**src/rtl/i2c_auto_pkg.sv**
```systemverilog
package i2c_auto_pkg;

    localparam int LEN_W       = 16;
    localparam int LVL_FIELD_W = 7;
    localparam int TADDR_W     = 10;

    localparam int AC_RD_BIT    = 16;
    localparam int AC_STOP_BIT  = 17;
    localparam int AC_RUN_BIT   = 31;
    localparam int CTL_SRST_BIT = 31;
    localparam int INT_DONE_BIT = 9;
    localparam int TADDR_LSB    = 10;

    typedef enum logic [2:0] {
        SEL_CTRL    = 3'd0,
        SEL_XFER    = 3'd1,
        SEL_TADDR   = 3'd2,
        SEL_TXBYTE  = 3'd3,
        SEL_INTSTAT = 3'd4
    } reg_sel_e;

    typedef enum logic [1:0] {
        BC_START = 2'd0,
        BC_STOP  = 2'd1,
        BC_WRITE = 2'd2,
        BC_READ  = 2'd3
    } bit_cmd_e;

    typedef enum logic [3:0] {
        S_IDLE, S_HOLD, S_START, S_SEND, S_GETACK,
        S_TXLOAD, S_RECV, S_RXSTORE, S_PUTACK, S_STOP
    } seq_state_e;

    typedef struct packed {
        logic timeout;
        logic no_dev;
        logic no_ack;
        logic abort;
        logic success;
    } outcome_t;

    localparam outcome_t OC_NONE  = 5'b00000;
    localparam outcome_t OC_OK    = 5'b00001;
    localparam outcome_t OC_ABORT = 5'b00010;
    localparam outcome_t OC_NOACK = 5'b00100;
    localparam outcome_t OC_NODEV = 5'b01000;
    localparam outcome_t OC_TMO   = 5'b10000;

    typedef struct packed {
        logic [LEN_W-1:0] len;
        logic             rd;
        logic             stop;
    } xfer_cfg_t;

    function automatic logic [31:0] pack_status(outcome_t oc, logic busy);
        return {14'd0, busy, 12'd0, oc};
    endfunction

    function automatic logic [31:0] pack_fifo(
        logic [LVL_FIELD_W-1:0] tx_lvl, logic tx_full, logic tx_empty,
        logic [LVL_FIELD_W-1:0] rx_lvl, logic rx_full, logic rx_empty);
        return {7'd0, rx_empty, rx_full, rx_lvl, 7'd0, tx_empty, tx_full, tx_lvl};
    endfunction

endpackage

```
**src/rtl/i2c_auto_fifo.sv**
```systemverilog
module i2c_auto_fifo #(
    parameter int DW    = 8,
    parameter int DEPTH = 8
) (
    input  logic                         clk,
    input  logic                         rst,
    input  logic                         clr,
    input  logic                         push,
    input  logic [DW-1:0]                din,
    input  logic                         pop,
    output logic [DW-1:0]                dout,
    output logic                         full,
    output logic                         empty,
    output logic [$clog2(DEPTH+1)-1:0]   level
);
    localparam int PTR_W = (DEPTH > 1) ? $clog2(DEPTH) : 1;
    localparam int LVL_W = $clog2(DEPTH + 1);

    logic [DW-1:0]    mem [DEPTH];
    logic [PTR_W-1:0] wp, rp;
    logic [LVL_W-1:0] cnt;
    logic             do_push, do_pop;

    function automatic logic [PTR_W-1:0] step(logic [PTR_W-1:0] p);
        return (p == PTR_W'(DEPTH - 1)) ? '0 : p + PTR_W'(1);
    endfunction

    assign full    = (cnt == LVL_W'(DEPTH));
    assign empty   = (cnt == '0);
    assign level   = cnt;
    assign dout    = mem[rp];
    assign do_push = push && !full;
    assign do_pop  = pop && !empty;

    always_ff @(posedge clk) begin
        if (do_push) mem[wp] <= din;
    end

    always_ff @(posedge clk) begin
        if (rst || clr) begin
            wp  <= '0;
            rp  <= '0;
            cnt <= '0;
        end else begin
            if (do_push) wp <= step(wp);
            if (do_pop)  rp <= step(rp);
            case ({do_push, do_pop})
                2'b10:   cnt <= cnt + LVL_W'(1);
                2'b01:   cnt <= cnt - LVL_W'(1);
                default: cnt <= cnt;
            endcase
        end
    end

endmodule

```
**src/rtl/i2c_auto_seq.sv**
```systemverilog
module i2c_auto_seq
    import i2c_auto_pkg::*;
#(
    parameter int TMO_CYC = 1000
) (
    input  logic                clk,
    input  logic                rst,
    input  logic                srst,
    input  logic                start,
    input  xfer_cfg_t           cfg,
    input  logic [TADDR_W-1:0]  tgt_addr,
    input  logic                tx_empty,
    input  logic [7:0]          tx_data,
    output logic                tx_pop,
    input  logic                rx_full,
    output logic                rx_push,
    output logic [7:0]          rx_byte,
    output logic                bit_req,
    output logic [1:0]          bit_cmd,
    output logic                bit_wval,
    input  logic                bit_done,
    input  logic                bit_rval,
    input  logic                bit_arb_lost,
    output logic                busy,
    output logic                done_pulse,
    output outcome_t            outcome
);
    localparam int TW = $clog2(TMO_CYC + 1);

    seq_state_e       state;
    outcome_t         pend;
    logic [LEN_W-1:0] cnt;
    logic             rd, stp, in_addr;
    logic [7:0]       shreg;
    logic [2:0]       bitcnt;
    logic [TW-1:0]    wait_cnt;
    logic             go, last_byte, tmo_hit;
    bit_cmd_e         cmd;
    logic             unused_addr_hi;

    assign unused_addr_hi = ^tgt_addr[TADDR_W-1:7];
    assign busy      = (state != S_IDLE);
    assign go        = start && (cfg.len != '0) && (state == S_IDLE || state == S_HOLD);
    assign last_byte = (cnt == LEN_W'(1));
    assign tmo_hit   = (wait_cnt == TW'(TMO_CYC - 1));
    assign tx_pop    = (state == S_TXLOAD) && !tx_empty;
    assign rx_push   = (state == S_RXSTORE) && !rx_full;
    assign rx_byte   = shreg;

    always_comb begin
        bit_req  = 1'b1;
        cmd      = BC_READ;
        bit_wval = 1'b1;
        case (state)
            S_START:  cmd = BC_START;
            S_STOP:   cmd = BC_STOP;
            S_SEND:   begin cmd = BC_WRITE; bit_wval = shreg[7]; end
            S_PUTACK: begin cmd = BC_WRITE; bit_wval = last_byte; end
            S_GETACK, S_RECV: cmd = BC_READ;
            default:  bit_req = 1'b0;
        endcase
    end
    assign bit_cmd = cmd;

    always_ff @(posedge clk) begin
        done_pulse <= 1'b0;
        if (rst || srst) begin
            state    <= S_IDLE;
            outcome  <= OC_NONE;
            pend     <= OC_NONE;
            cnt      <= '0;
            rd       <= 1'b0;
            stp      <= 1'b0;
            in_addr  <= 1'b0;
            shreg    <= '0;
            bitcnt   <= '0;
            wait_cnt <= '0;
        end else if (bit_req && bit_done && bit_arb_lost) begin
            state      <= S_IDLE;
            outcome    <= OC_ABORT;
            done_pulse <= 1'b1;
        end else begin
            case (state)
                S_IDLE, S_HOLD: if (go) begin
                    state   <= S_START;
                    outcome <= OC_NONE;
                    pend    <= OC_NONE;
                    cnt     <= cfg.len;
                    rd      <= cfg.rd;
                    stp     <= cfg.stop;
                end
                S_START: if (bit_done) begin
                    shreg   <= {tgt_addr[6:0], rd};
                    bitcnt  <= '0;
                    in_addr <= 1'b1;
                    state   <= S_SEND;
                end
                S_SEND: if (bit_done) begin
                    shreg  <= {shreg[6:0], 1'b0};
                    bitcnt <= bitcnt + 3'd1;
                    if (bitcnt == 3'd7) state <= S_GETACK;
                end
                S_GETACK: if (bit_done) begin
                    bitcnt <= '0;
                    if (bit_rval) begin
                        pend  <= in_addr ? OC_NODEV : OC_NOACK;
                        state <= S_STOP;
                    end else if (in_addr) begin
                        in_addr <= 1'b0;
                        state   <= rd ? S_RECV : S_TXLOAD;
                    end else if (last_byte) begin
                        if (stp) begin
                            pend  <= OC_OK;
                            state <= S_STOP;
                        end else begin
                            outcome    <= OC_OK;
                            done_pulse <= 1'b1;
                            state      <= S_HOLD;
                        end
                    end else begin
                        cnt   <= cnt - LEN_W'(1);
                        state <= S_TXLOAD;
                    end
                end
                S_TXLOAD: begin
                    if (!tx_empty) begin
                        shreg    <= tx_data;
                        bitcnt   <= '0;
                        wait_cnt <= '0;
                        state    <= S_SEND;
                    end else if (tmo_hit) begin
                        wait_cnt <= '0;
                        pend     <= OC_TMO;
                        state    <= S_STOP;
                    end else begin
                        wait_cnt <= wait_cnt + TW'(1);
                    end
                end
                S_RECV: if (bit_done) begin
                    shreg  <= {shreg[6:0], bit_rval};
                    bitcnt <= bitcnt + 3'd1;
                    if (bitcnt == 3'd7) state <= S_RXSTORE;
                end
                S_RXSTORE: begin
                    if (!rx_full) begin
                        wait_cnt <= '0;
                        state    <= S_PUTACK;
                    end else if (tmo_hit) begin
                        wait_cnt <= '0;
                        pend     <= OC_TMO;
                        state    <= S_STOP;
                    end else begin
                        wait_cnt <= wait_cnt + TW'(1);
                    end
                end
                S_PUTACK: if (bit_done) begin
                    bitcnt <= '0;
                    if (last_byte) begin
                        if (stp) begin
                            pend  <= OC_OK;
                            state <= S_STOP;
                        end else begin
                            outcome    <= OC_OK;
                            done_pulse <= 1'b1;
                            state      <= S_HOLD;
                        end
                    end else begin
                        cnt   <= cnt - LEN_W'(1);
                        state <= S_RECV;
                    end
                end
                S_STOP: if (bit_done) begin
                    outcome    <= pend;
                    done_pulse <= 1'b1;
                    state      <= S_IDLE;
                end
                default: state <= S_IDLE;
            endcase
        end
    end

    AST_CMD_HELD: assert property (@(posedge clk) disable iff (rst)
        ($past(bit_req) && !$past(bit_done) && !$past(srst)) |-> (bit_req && $stable(bit_cmd) && $stable(bit_wval)));
    AST_ONE_OUTCOME: assert property (@(posedge clk) disable iff (rst)
        done_pulse |-> $onehot(outcome));
    AST_ERR_RELEASE: assert property (@(posedge clk) disable iff (rst)
        (done_pulse && (outcome.timeout || outcome.no_dev || outcome.no_ack || outcome.abort)) |-> !busy);
    AST_HOLD_BUSY: assert property (@(posedge clk) disable iff (rst)
        (done_pulse && outcome.success && !stp) |-> busy);
    AST_ZERO_LEN: assert property (@(posedge clk) disable iff (rst)
        (start && cfg.len == '0 && !busy && !srst) |=> !busy);

endmodule

```
**src/rtl/i2c_auto_master.sv**
```systemverilog
module i2c_auto_master
    import i2c_auto_pkg::*;
#(
    parameter int FIFO_DEPTH = 8,
    parameter int TMO_CYC    = 1000
) (
    input  logic        clk,
    input  logic        rst,
    input  logic        wr_en,
    input  logic [2:0]  wr_sel,
    input  logic [31:0] wr_data,
    input  logic        rx_pop,
    output logic [7:0]  rx_data,
    output logic [31:0] trans_status,
    output logic [31:0] fifo_status,
    output logic        irq_done,
    output logic        bit_req,
    output logic [1:0]  bit_cmd,
    output logic        bit_wval,
    input  logic        bit_done,
    input  logic        bit_rval,
    input  logic        bit_arb_lost
);
    localparam int LVL_W = $clog2(FIFO_DEPTH + 1);

    reg_sel_e           sel;
    logic               soft_rst, run_req, tx_push, int_clr;
    xfer_cfg_t          cfg;
    logic [TADDR_W-1:0] tgt_addr;
    logic               tx_full, tx_empty, tx_pop, rx_full, rx_empty, rx_push;
    logic [7:0]         tx_head, rx_byte;
    logic [LVL_W-1:0]   tx_lvl, rx_lvl;
    logic               busy, done_pulse;
    outcome_t           outcome;
    logic               unused_wdata;

    assign sel          = reg_sel_e'(wr_sel);
    assign soft_rst     = wr_en && (sel == SEL_CTRL)    && wr_data[CTL_SRST_BIT];
    assign run_req      = wr_en && (sel == SEL_XFER)    && wr_data[AC_RUN_BIT];
    assign tx_push      = wr_en && (sel == SEL_TXBYTE);
    assign int_clr      = wr_en && (sel == SEL_INTSTAT) && wr_data[INT_DONE_BIT];
    assign cfg          = '{len: wr_data[LEN_W-1:0], rd: wr_data[AC_RD_BIT], stop: wr_data[AC_STOP_BIT]};
    assign unused_wdata = ^wr_data[30:20];

    always_ff @(posedge clk) begin
        if (rst) begin
            tgt_addr <= '0;
        end else if (wr_en && sel == SEL_TADDR) begin
            tgt_addr <= wr_data[TADDR_LSB +: TADDR_W];
        end
    end

    always_ff @(posedge clk) begin
        if (rst || soft_rst)  irq_done <= 1'b0;
        else if (done_pulse)  irq_done <= 1'b1;
        else if (int_clr)     irq_done <= 1'b0;
    end

    i2c_auto_fifo #(.DW(8), .DEPTH(FIFO_DEPTH)) u_txq (
        .clk(clk), .rst(rst), .clr(soft_rst),
        .push(tx_push), .din(wr_data[7:0]), .pop(tx_pop), .dout(tx_head),
        .full(tx_full), .empty(tx_empty), .level(tx_lvl)
    );

    i2c_auto_fifo #(.DW(8), .DEPTH(FIFO_DEPTH)) u_rxq (
        .clk(clk), .rst(rst), .clr(soft_rst),
        .push(rx_push), .din(rx_byte), .pop(rx_pop), .dout(rx_data),
        .full(rx_full), .empty(rx_empty), .level(rx_lvl)
    );

    i2c_auto_seq #(.TMO_CYC(TMO_CYC)) u_seq (
        .clk(clk), .rst(rst), .srst(soft_rst), .start(run_req), .cfg(cfg),
        .tgt_addr(tgt_addr),
        .tx_empty(tx_empty), .tx_data(tx_head), .tx_pop(tx_pop),
        .rx_full(rx_full), .rx_push(rx_push), .rx_byte(rx_byte),
        .bit_req(bit_req), .bit_cmd(bit_cmd), .bit_wval(bit_wval),
        .bit_done(bit_done), .bit_rval(bit_rval), .bit_arb_lost(bit_arb_lost),
        .busy(busy), .done_pulse(done_pulse), .outcome(outcome)
    );

    assign trans_status = pack_status(outcome, busy);
    assign fifo_status  = pack_fifo(LVL_FIELD_W'(tx_lvl), tx_full, tx_empty,
                                    LVL_FIELD_W'(rx_lvl), rx_full, rx_empty);

    AST_IRQ_ON_DONE: assert property (@(posedge clk) disable iff (rst)
        (done_pulse && !soft_rst) |=> irq_done);
    AST_IRQ_STICKY: assert property (@(posedge clk) disable iff (rst)
        (irq_done && !int_clr && !soft_rst) |=> irq_done);
    AST_SOFT_RESET: assert property (@(posedge clk) disable iff (rst)
        soft_rst |=> (trans_status == 32'd0 && !irq_done && fifo_status == 32'h0100_0100));

endmodule

```
**config.mk**
```make
export PLATFORM = sky130hd
export DESIGN_NAME = i2c_auto_master
export DESIGN_NICKNAME = d
export VERILOG_FILES = /design/src/rtl/i2c_auto_pkg.sv /design/src/rtl/i2c_auto_fifo.sv /design/src/rtl/i2c_auto_seq.sv /design/src/rtl/i2c_auto_master.sv
export SDC_FILE = /design/constraint.sdc
export NUM_CORES = 1
export LEC_CHECK = 0
export CORE_ASPECT_RATIO = 1.1
export CORE_MARGIN = 2
export CORE_UTILIZATION = 25
export CTS_BUF_LIST = sky130_fd_sc_hd__clkbuf_4 sky130_fd_sc_hd__clkbuf_8 sky130_fd_sc_hd__clkbuf_16
export CTS_CLUSTER_DIAMETER = 200
export DETAILED_ROUTE_END_ITERATION = 8
export PLACE_DENSITY_LB_ADDON = 0.3
export SYNTH_ARGS = -nofsm -noshare
export SYNTH_HDL_FRONTEND = slang
export SYNTH_SLANG_ARGS = --single-unit
export TNS_END_PERCENT = 30
```
**constraint.sdc**
```tcl
create_clock -name clk -period 3.51 [get_ports clk]
set_clock_uncertainty 0.05 [all_clocks]
set_input_delay 0.351 -clock clk [delete_from_list [all_inputs] [get_ports clk]]
set_output_delay 0.351 -clock clk [all_outputs]
set_load 0.02 [all_outputs]
```
==> out/qor.yml <==
status:
  outcome: "completed"
sta:
  max_freq_mhz: 303
  setup_viol: 0
  finalHoldViolCount: 0
  rsz0062_at_grt: "false"
  slew_headroom_pct: 45.1
  worst_pin_slew_ps: 823
  period_minus_slack_ps: 3300
  fin_tns_setup_ps: 0
  final_max_slew_viol_count: 0
  period_share_pct: 94.1
  setup_ws_ps: 208
detailed_routing:
  drt_wl_total_um: 24100
  detail_route.wl_per_cell_um: 16.2
  vias_per_cell: 4.55
  first_pass_iters: 5
  drc: 0
  vias: 6765
  antenna_left: 0
  drt_iter0_drc: 348
hold_path:
  holdCritPathClass: "flip-flop to flip-flop"
  hold_depth: 2
  min_to: "u_seq.outcome[3]"
  hp-start: "u_seq.outcome[3]"
power_and_ir_drop:
  intPower_mw: 4.34
  switching_share_pct: 22.3
  comb_power_share_pct: 4.4
  clkPwrFrac_pct: 47.0
  power_mw: 5.59
  vdd_drop_max_mv: 0.392
  power.density_nw_per_um2: 461
  p_leak_nw: 4.20
  power_switching_mw: 1.25
  p_seq_share_pct: 48.5
setup_path:
  cp_cell_sequence: "nor4_1 > nand4_1 > a31oi_1 > or2_2 > clkdlybuf4s50_1"
  critical_path_class: "flip-flop to output pin"
  r2r-start: "u_rxq.level[0]"
  cpPeakStageDelay_ps: 610
  arrival_ps: 2900
  startpoint_type: "flip-flop"
  endpoint_kind: "output pin"
  cp_slowest_cell: "clkdlybuf4s50_1"
  crit_required_ps: 3110
  r2r_cells: 9
  cp_max_fo: 9
  r2r-end: "u_rxq.level[3]"
  rrSetupSlack_ps: 790
synthesis:
  synthMuxAreaShare_pct: 10.2
  syn_area_sq_um: 10100
  yosys_warnings: 0
  yosys.area_share.simple_pct: 13.8
  synth_area_leader_cell: "edfxtp_1"
  synth_edf_count: 128
  synthAdderAreaFrac_pct: 2.84
  syn_inst: 879
  synth_area_leaders: "edfxtp_1 (38%), dfxtp_1 (18%), mux4_2 (7.1%)"
  ys_types: 68
  synth-xor-area-share_pct: 1.30
  avgSynthCellArea_sq_um: 11.5
  synth_compound_area_share_pct: 9.97
  ys_ff_latch: 217
  synth-main-ff-cell: "edfxtp_1"
  synth_top_family_by_area: "simple AND/OR/NAND/NOR gates"
  ys_seq_area_share_pct: 55.5
  synth_top_cell_area_share_pct: 37.9
  async_reset_ff_share_pct: 0
clock_tree:
  post-cts-setup-buffers: 0
  cts-root-buf: "clkbuf_16"
  cts.clk_slew.worst_paths_ps: 60
  numCtsBuffers: 25
  cts_tree: "yes"
  clk_latency_ps: 540
  post_cts_resized: 0
  ctsHtreeMaxLevel: 1
  max-clock-path-buffers: 3
  clock-sinks: 217
  hold_buffers: 0
global_routing:
  grt_max_degree: 38
  grtUsageTotal_pct: 11.3
  grt_first_pass_wirelength_um: 37500
  grt_pass1_vias: 6629
  antenna_found_initial: 0
  grt-ovfl-total: 0
final_layout:
  multiInputGateArea_sq_um: 4040
  final_cell_mix: "edfxtp_1 (128), dfxtp_1 (89), nor2_1 (85)"
  final_area_sq_um: 12100
  antenna_cells: 0
  layout.cells.most_common: "edfxtp_1"
  seq_area_sq_um: 5630
  drive_above_1_share_pct: 14.8
  area_growth_pct: 19.7
  num-fill-cells: 4094
  nNetsFinal: 1019
place:
  placed_area_sq_um: 11300
  dp_hpwl_um: 16800
  place_congestion: 0.828
  post-place-ws_ps: 556
  portBuffers: 59
floorplan:
  start_util_pct: 25.3
  core-area_sq_um: 40100
  die_w_um: 196
  io_pins: 119
  die_area_sq_um: 42200
  rows: 77
  die_height_um: 215
run:
  cap_violations: 0
==> per-stage QoR <==
step / cells / util (%) / hold WS [ps]
detailed placement: 1442 / 28.2 / 410
global placement: 1442 / 28.2 / 405
CTS: 1488 / 30.3 / 419
floorplan: 924 / - / 363
global route: 1488 / 30.3 / 438
finish: 1488 / 30.3 / 414
==> cell usage after synthesis (all sizes together) (5+ instances only) <==
master	number
inv	17
mux2	9
nor2	85
o21ai	43
nand3	10
mux2i	21
buf	76
a31o	5
nand4	11
a21o	5
nor4	17
edfxtp	128
mux4	32
nor3b	5
xor2	9
nand2b	19
a21oi	71
dfxtp	89
or2	6
or3	5
xnor2	6
a221oi	10
ha	19
and2	6
nand2	61
nor3	32
clkbuf	23
==> worst max-delay path by stage <==
stage,end,slack (ps),start
after floorplan,u_rxq.level[3],810,u_rxq.level[0]
after global placement,u_txq.level[3],540,wr_en
after detailed placement,u_txq.level[3],560,wr_en
after CTS,bit_wval,210,u_seq.cnt[10]
after global routing,bit_wval,90,u_seq.cnt[10]
final,bit_wval,210,u_seq.cnt[10]
==> power groups by stage <==
stage	registers (mW)	logic (mW)	clock network, mW
global placement	2.77	0.249	0
floorplan	2.76	0.184	0
global route	2.71	0.272	2.83
CTS	2.71	0.250	2.71
detailed placement	2.77	0.249	0
finish	2.71	0.248	2.63
==> registers in the layout, summed over array words and instances (netlist names), 5 cells and up, named ones only <==
signal          cells
tgt_addr            7
u_rxq.mem          64
u_seq.cnt          16
u_seq.outcome       5
u_seq.pend          5
u_seq.rx_byte       8
u_seq.wait_cnt     10
u_txq.mem          64
==> cells by family after synthesis <==
family / Yosys count
buffers and inverters: 116
muxes: 62
xor gates and xnor gates: 15
AOI/OAI and AO/OA: 167
adders and majority gates: 22
DFF: 217
other: 1
and+or+nand+nor: 279
==> critical path: cells and delay by family, from the launching register on <==
| family | cells | cell delay (ps) |
|---|---|---|
| simple gates | 3 | 1040 |
| buf+inv | 1 | 610 |
| flops | 1 | 380 |
| compound gates | 1 | 340 |
==> area by class of cell <==
| cell class | instances | area share [%] |
|---|---|---|
| Sequential cell | 217 | 46.3 |
| Multi-Input combinational cell | 591 | 33.3 |
| Timing Repair Buffer | 104 | 7.65 |
| Clock buffer | 28 | 5.34 |
| Tap cell | 513 | 5.29 |
| Clock inverter | 18 | 1.61 |
| Inverter | 17 | 0.526 |
==> layer usage <==
metal / vias to the layer above / share of wire (%) / global-route usage [%]
li1: 3331 / - / -
met1: 3241 / 45 / 15.0
met2: 157 / 48 / 19.1
met3: 36 / 4.9 / 2.10
met4: 0 / 1.6 / 2.50
met5: - / 0 / 0
(Power assumes the default switching activity.)
